File: config.mk
export PLATFORM = sky130hd
export DESIGN_NAME = vram_port
export DESIGN_NICKNAME = d
export VERILOG_FILES = /design/src/rtl/vram_port_pkg.sv /design/src/rtl/vram_reg_decode.sv /design/src/rtl/vram_step_mode.sv /design/src/rtl/vram_addr_ctr.sv /design/src/rtl/vram_wr_stage.sv /design/src/rtl/vram_port.sv
export SDC_FILE = /design/constraint.sdc
export NUM_CORES = 1
export LEC_CHECK = 0
export ABC_AREA = 1
export BUFFER_PORTS_ARGS = -buffer_cell sky130_fd_sc_hd__buf_2
export CORE_ASPECT_RATIO = 0.6
export CORE_MARGIN = 2
export CORE_UTILIZATION = 46
export CTS_CLUSTER_SIZE = 12
export DETAILED_ROUTE_END_ITERATION = 12
export PLACE_DENSITY = 0.78
export SYNTH_ARGS = -nofsm -noshare
export SYNTH_HDL_FRONTEND = slang
export SYNTH_HIERARCHICAL = 1
export SYNTH_SLANG_ARGS = --single-unit
File: constraint.sdc
create_clock -name clk -period 2.1 [get_ports clk]
set_input_delay 0.42 -clock clk [delete_from_list [all_inputs] [get_ports clk]]
set_output_delay 0.42 -clock clk [all_outputs]
set_load 0.1 [all_outputs]
File: src/rtl/vram_port_pkg.sv
package vram_port_pkg;

  localparam int BYTE_W  = 8;
  localparam int LANES   = 2;
  localparam int SEL_W   = 3;
  localparam int STEP_BIT = 7;

  typedef enum logic [SEL_W-1:0] {
    SEL_MODE    = 3'd0,
    SEL_PTR_LO  = 3'd1,
    SEL_PTR_HI  = 3'd2,
    SEL_DATA_LO = 3'd3,
    SEL_DATA_HI = 3'd4
  } reg_sel_e;

  typedef struct packed {
    logic mode_wr;
    logic ptr_lo_wr;
    logic ptr_hi_wr;
    logic [LANES-1:0] lane_wr;
  } strobe_t;

endpackage

File: src/rtl/vram_reg_decode.sv
module vram_reg_decode
  import vram_port_pkg::*;
(
  input  logic             cpu_we,
  input  logic [SEL_W-1:0] cpu_sel,
  output strobe_t          strobes
);

  always_comb begin
    strobes = '0;
    if (cpu_we) begin
      unique case (cpu_sel)
        SEL_MODE:    strobes.mode_wr    = 1'b1;
        SEL_PTR_LO:  strobes.ptr_lo_wr  = 1'b1;
        SEL_PTR_HI:  strobes.ptr_hi_wr  = 1'b1;
        SEL_DATA_LO: strobes.lane_wr[0] = 1'b1;
        SEL_DATA_HI: strobes.lane_wr[1] = 1'b1;
        default:     strobes = '0;
      endcase
    end
  end

endmodule

File: src/rtl/vram_step_mode.sv
module vram_step_mode
  import vram_port_pkg::*;
(
  input  logic              clk,
  input  logic              rst_n,
  input  logic              mode_wr,
  input  logic [BYTE_W-1:0] wdata,
  input  logic [LANES-1:0]  lane_wr,
  output logic              step_on_high,
  output logic              step
);

  logic mode_q, mode_d;

  always_comb begin
    mode_d = mode_q;
    if (mode_wr) mode_d = wdata[STEP_BIT];
  end

  always_ff @(posedge clk or negedge rst_n) begin
    if (!rst_n) mode_q <= 1'b0;
    else if (mode_wr) mode_q <= mode_d;
  end

  assign step_on_high = mode_q;
  assign step = mode_q ? lane_wr[1] : lane_wr[0];

endmodule

File: src/rtl/vram_addr_ctr.sv
module vram_addr_ctr
  import vram_port_pkg::*;
#(
  parameter int ADDR_W = 15
) (
  input  logic              clk,
  input  logic              rst_n,
  input  logic              load_lo,
  input  logic              load_hi,
  input  logic              step,
  input  logic [BYTE_W-1:0] wdata,
  output logic [ADDR_W-1:0] addr
);

  localparam int HI_W = ADDR_W - BYTE_W;

  logic [ADDR_W-1:0] addr_q, addr_d;
  logic              addr_en;

  assign addr_en = load_lo | load_hi | step;

  always_comb begin
    addr_d = addr_q;
    if (load_lo)      addr_d[BYTE_W-1:0]      = wdata;
    else if (load_hi) addr_d[ADDR_W-1:BYTE_W] = wdata[HI_W-1:0];
    else if (step)    addr_d = addr_q + ADDR_W'(1);
  end

  always_ff @(posedge clk or negedge rst_n) begin
    if (!rst_n) addr_q <= '0;
    else if (addr_en) addr_q <= addr_d;
  end

  assign addr = addr_q;

endmodule

File: src/rtl/vram_wr_stage.sv
module vram_wr_stage
  import vram_port_pkg::*;
#(
  parameter int ADDR_W = 15
) (
  input  logic                     clk,
  input  logic                     rst_n,
  input  logic [LANES-1:0]         lane_wr,
  input  logic [BYTE_W-1:0]        wdata,
  input  logic [ADDR_W-1:0]        addr,
  output logic                     mem_we,
  output logic [ADDR_W-1:0]        mem_addr,
  output logic [LANES*BYTE_W-1:0]  mem_wdata,
  output logic [LANES-1:0]         mem_be
);

  logic                    we_q, we_d;
  logic [ADDR_W-1:0]       addr_q;
  logic [LANES*BYTE_W-1:0] data_q, data_d;
  logic [LANES-1:0]        be_q, be_d;
  logic                    cap_en;

  assign we_d   = |lane_wr;
  assign cap_en = we_d | we_q;

  for (genvar g = 0; g < LANES; g++) begin : g_lane
    always_comb begin
      be_d[g] = lane_wr[g];
      data_d[g*BYTE_W +: BYTE_W] = lane_wr[g] ? wdata : '0;
    end
  end

  always_ff @(posedge clk or negedge rst_n) begin
    if (!rst_n) we_q <= 1'b0;
    else        we_q <= we_d;
  end

  always_ff @(posedge clk or negedge rst_n) begin
    if (!rst_n) begin
      addr_q <= '0;
      data_q <= '0;
      be_q   <= '0;
    end else if (cap_en) begin
      addr_q <= addr;
      data_q <= data_d;
      be_q   <= be_d;
    end
  end

  assign mem_we    = we_q;
  assign mem_addr  = addr_q;
  assign mem_wdata = data_q;
  assign mem_be    = be_q;

endmodule

File: src/rtl/vram_port.sv
module vram_port
  import vram_port_pkg::*;
#(
  parameter int ADDR_W = 15
) (
  input  logic                    clk,
  input  logic                    rst_n,
  input  logic                    cpu_we,
  input  logic [SEL_W-1:0]        cpu_sel,
  input  logic [BYTE_W-1:0]       cpu_wdata,
  output logic                    mem_we,
  output logic [ADDR_W-1:0]       mem_addr,
  output logic [LANES*BYTE_W-1:0] mem_wdata,
  output logic [LANES-1:0]        mem_be,
  output logic [ADDR_W-1:0]       cur_addr
);

  logic [1:0] rst_sync_q;
  logic       rst_sync_n;

  always_ff @(posedge clk or negedge rst_n) begin
    if (!rst_n) rst_sync_q <= 2'b00;
    else        rst_sync_q <= {rst_sync_q[0], 1'b1};
  end
  assign rst_sync_n = rst_sync_q[1];

  strobe_t strobes;
  logic    step_on_high;
  logic    step;

  vram_reg_decode u_dec (
    .cpu_we  (cpu_we),
    .cpu_sel (cpu_sel),
    .strobes (strobes)
  );

  vram_step_mode u_mode (
    .clk          (clk),
    .rst_n        (rst_sync_n),
    .mode_wr      (strobes.mode_wr),
    .wdata        (cpu_wdata),
    .lane_wr      (strobes.lane_wr),
    .step_on_high (step_on_high),
    .step         (step)
  );

  vram_addr_ctr #(.ADDR_W(ADDR_W)) u_ctr (
    .clk     (clk),
    .rst_n   (rst_sync_n),
    .load_lo (strobes.ptr_lo_wr),
    .load_hi (strobes.ptr_hi_wr),
    .step    (step),
    .wdata   (cpu_wdata),
    .addr    (cur_addr)
  );

  vram_wr_stage #(.ADDR_W(ADDR_W)) u_wr (
    .clk       (clk),
    .rst_n     (rst_sync_n),
    .lane_wr   (strobes.lane_wr),
    .wdata     (cpu_wdata),
    .addr      (cur_addr),
    .mem_we    (mem_we),
    .mem_addr  (mem_addr),
    .mem_wdata (mem_wdata),
    .mem_be    (mem_be)
  );

endmodule

* After elaboration in Yosys (flattened, before gate mapping)
Index checks and enable logic that the tools add are counted.
** Operators by class
- Add/subtract/negate cells :: 1
- Equality and inequality tests :: 5
- Multiplexer cells :: 13
- Bitwise logic cells :: 4
- Reduce and logical (&&, ||, !) cells :: 6
** Operator list (number)
- $mux 8 :: 4
- $add 15x1->15 const B :: 1
- $mux 15 :: 1
- $mux 7 :: 1
- $eq 3x2->1 const B :: 2
- $mux 1 :: 6
- $reduce_and 3->1 :: 2
- $mux 5 :: 1
- $reduce_bool 2->1 :: 2
- $eq 3x1->1 const B :: 1
- $eq 3x3->1 const B :: 1
- $logic_not 3->1 :: 1
- $or 1x1->1 :: 3
- $ne 2x1->1 const B :: 1
- $reduce_or 2->1 :: 1
- $not 1->1 :: 1
** Word-level totals
- Flip-flop bits (word level) :: 52
- Output and inout port bits :: 49
- Word-level logic and storage cells :: 37

* Logic depth before layout (Yosys ltp)
- Depth in word-level cells :: 7
- Mapped depth :: 11

* By module
Netlist, hierarchy kept.
** Modules (own cells, without submodules)
- vram_wr_stage :: instances 1, cells each 146, area each 1370.1 um2
- vram_addr_ctr :: instances 1, cells each 151, area each 1082.3 um2
- vram_reg_decode :: instances 1, cells each 14, area each 55.1 um2
- vram_step_mode :: instances 1, cells each 9, area each 55.1 um2
- vram_port :: instances 1, cells each 3, area each 53.8 um2

* Worst setup path after synthesis
No wires, ideal clock.
- Path kind :: register to register
- Start :: register u_ctr.addr_q[0] (netlist: u_ctr/addr[0])
- End :: register u_ctr.addr_q[14] (netlist: u_ctr/addr[14])
- Setup time :: 120 ps
- Arrival :: 1950 ps
- Required time :: 1980 ps
- Path slack :: 30 ps
- Stages on the path, launching flop included :: 9
- Buffers on the path :: 0
- Period minus slack after synthesis :: 2070 ps
- Cell sequence :: dfrtp_1 -> ha_1 -> nand3_1 -> nor2_2 -> nand3_1 -> nand2_1 -> nand3_1 -> nand2_1 -> nand2_1
** Between the ends
- Cells in the longest elaborated chain, start to end :: 3
** RTL lines
- from (decl) :: RTL line vram_addr_ctr.sv:17 : logic [ADDR_W-1:0] addr_q, addr_d;
- from (signal assigned) :: RTL line vram_addr_ctr.sv:31 : else if (addr_en) addr_q <= addr_d;
- $add 15x1->15 :: RTL line vram_addr_ctr.sv:26 : else if (step) addr_d = addr_q + ADDR_W'(1);
- $mux 15 :: RTL line vram_addr_ctr.sv:26
- $mux 7 :: RTL line vram_addr_ctr.sv:25 : else if (load_hi) addr_d[ADDR_W-1:BYTE_W] = wdata[HI_W-1:0];
No other way between the ends. The select of a mux whose other input is x is not followed.
A chain may end at the register's enable or synchronous reset.

* Worst setup path in the final report
- Start :: register u_ctr.addr_q[2] (netlist: u_ctr/addr[2])
- End :: output port cur_addr[2]
** RTL lines
- to (decl) :: RTL line vram_port.sv:15 : output logic [ADDR_W-1:0] cur_addr
No word-level cell between the ends.

==> qor.yml <==
run_status:
  status: "completed"
synth:
  syn_nets: 338
  synth_area_leaders: "dfrtp_1 50%, nand2_1 17%, nand3_1 9.0%"
  synthCells: 323
  synth_area_mm2: 0.00262
  yosysSeqAreaShare_pct: 49.7
  ys_types: 31
  synth_top_area_share_pct: 49.7
  synth_top_cell_by_area: "dfrtp_1"
  synth_seq_cells: 52
  yosysWarnings: 6
  syn_area_per_cell_um2: 8.10
routing:
  finalWirelength_um: 6690
  postRouteAntennaNets: 0
  vias_per_cell: 5.15
  drcViolationCount: 0
  dr.pass1.iters: 5
  wl_per_cell_um: 14.2
  drt_first_iter_violations: 199
  num_vias: 2422
power_and_ir_drop:
  clockPowerShare_pct: 13.1
  p_int_mw: 1.89
  switchingPower_mw: 2.78
  power_density_mw_per_mm2: 1510
  ir_drop_mv: 0.657
  pwr-share-comb_pct: 54.5
  p_seq_share_pct: 32.4
  swShare_pct: 59.5
  p_leak_nw: 1.74
floorplan:
  core_area_mm2: 0.00554
  die_width_um: 101
  die_y_um: 62.4
  fp-row-count: 21
  die_area_mm2: 0.00633
  ios: 63
  initial_utilization_pct: 47.2
timing:
  fin_tns_setup_ps: 0
  whs_ps: 173
  relSlewSlack_pct: 61.6
  min_period_ps: 1760
  layout_setup_ws_ps: 341
  maxSlewViolCount: 0
  timing.final.crit_share_pct: 83.8
  finalSetupViolCount: 0
  max_clock_freq_mhz: 569
  finClkSkew_ps: 8.57
  rsz0062_at_grt: "false"
  tightest_slew_ps: 576
  hold_viol: 0
placement:
  hpwl_um: 5020
  io_buffers: 62
  globalplace.congestion: 0.879
  dpl_worst_slack_ps: 285
cells_and_area:
  syn_to_final_growth_pct: 18.5
  multi_input_area_mm2: 0.00109
  final_cell_mix: "116 x nand2_1, 62 x buf_2, 51 x dfrtp_1"
  layout_commonest_cell: "nand2_1"
  fin_nets: 404
  ff_latch_area_mm2: 0.00130
  layout-drive-gt1-share_pct: 25.9
  antennaDiodeCount: 0
  fillers: 531
setup_path:
  end_kind: "output pin"
  worst_path_max_delay_cell: "dfrtp_1"
  slowest_delay_ps: 530
  cp_max_fo: 8
  crit_type: "reg2out"
  worstPathArrival_ps: 1340
  required_ps: 1680
  crit_path_start_kind: "register"
  crit_chain: "buf_2"
  cp_top_family: "flip-flops"
  crit_buf_inv: 1
grt:
  overflow: 0
  antenna_found_initial: 0
  grt_max_degree: 39
  track_usage_pct: 22.1
  grt_pass1_wl_um: 11000
  grt_pass1_vias: 2250
clock_network:
  clock_path_buffers: 2
  htree_levels: 2
  cts_root_buffer: "clkbuf_8"
  cts_sinks: 52
  tritoncts: "yes"
  post-cts-setup-buffers: 0
  cts_made_buffers: 5
  clock_latency_ps: 320
  clk_pin_slew_ps: 100
job:
  cap_violations: 0
hold_path:
  holdCritPathClass: "reg2async"
## through the flow
stage	power (mW)	utilization, %	instances	area [µm²]
6_report	4.68	55.9	470	3100
5_1_grt	4.87	55.9	470	3100
4_1_cts	4.69	55.9	470	3100
3_5_place_dp	4.08	54.0	461	2990
3_3_place_gp	4.03	54.0	461	2990
2_1_floorplan	3.61	-	323	2620
## cells by family (layout without fill, tap and decap cells)
family,count (synthesis),after routing,share of synthesized area [%]
buffers and inverters,45,112,8.46
AO/OA/AOI/OAI,26,26,6.65
AND/OR/NAND/NOR,194,194,33.2
adder cells (fa/ha/maj),1,1,0.478
flip-flops,52,52,49.7
XOR/XNOR,4,4,1.34
other,1,1,0.143
## flip-flops by register name, indices dropped and copies added (netlist names)
register,flops
rst_sync_q,2
u_ctr/addr,15
u_mode/step_on_high,1
u_wr/mem_addr,15
u_wr/mem_be,2
u_wr/mem_wdata,16
u_wr/mem_we,1
## final cells by class
type | count | share of cell area (%)
Clock inverter | 2 | 0.444
Multi-Input combinational cell | 226 | 35.3
Sequential cell | 52 | 42.0
Tap cell | 80 | 3.23
Inverter | 34 | 4.36
Clock buffer | 6 | 2.66
Timing Repair Buffer | 70 | 12.0
## power groups by stage
stage | Sequential (mW) | Combinational, mW | Clock [mW]
global route | 1.55 | 2.64 | 0.676
finish | 1.51 | 2.55 | 0.613
global placement | 1.52 | 2.51 | 0
CTS | 1.51 | 2.55 | 0.629
detailed placement | 1.53 | 2.54 | 0
floorplan | 3.15 | 0.461 | 0
## worst paths after layout
check | startpoint | end | slack, ps | cells past startpoint
setup / recovery | u_ctr/addr[2]$_DFFE_PN0P_ | cur_addr[2] | 340 | 1
hold / removal | rst_sync_q[1]$_DFF_PN0_ | u_wr/mem_addr[14]$_DFFE_PN0P_ | 170 | 0
setup reg to reg | u_ctr/addr[0]$_DFFE_PN0P_ | u_ctr/addr[8]$_DFFE_PN0P_ | 580 | 8
hold reg to reg | rst_sync_q[1]$_DFF_PN0_ | u_wr/mem_addr[14]$_DFFE_PN0P_ | 170 | 0
max in group asynchronous | rst_sync_q[1]$_DFF_PN0_ | u_wr/mem_wdata[0]$_DFFE_PN0P_ | 1140 | 1
min in group clk | cpu_wdata[4] | u_wr/mem_wdata[4]$_DFFE_PN0P_ | 330 | 3
## metal layers
layer / up-vias / GRT usage, % / routed length, µm
li1: 1159 / - / -
met1: 1142 / 33.6 / 3300
met2: 110 / 32.3 / 2810
met3: 11 / 5.03 / 513
met4: 0 / 5.07 / 70
met5: - / 0 / 0
## synth_stat cells (all sizes together)
library cell / n
nand2: 123
dfrtp: 52
o21ai: 6
o22ai: 2
o21bai: 4
nand3: 47
a22o: 1
xnor2: 1
inv: 33
o221ai: 2
o211ai: 2
ha: 1
a21oi: 9
xor2: 3
buf: 11
conb: 1
nor2: 18
nand4: 6
clkinv: 1
## timing repair
| item | in CTS | in global routing |
|---|---|---|
| hold endpoints to repair | 2 | 0 |
| endpoints found under the setup margin | 0 | 0 |
| resized for setup | 0 | 0 |
| hold buffers | 1 | 0 |
No activity file was read; power rests on OpenSTA's default activity.
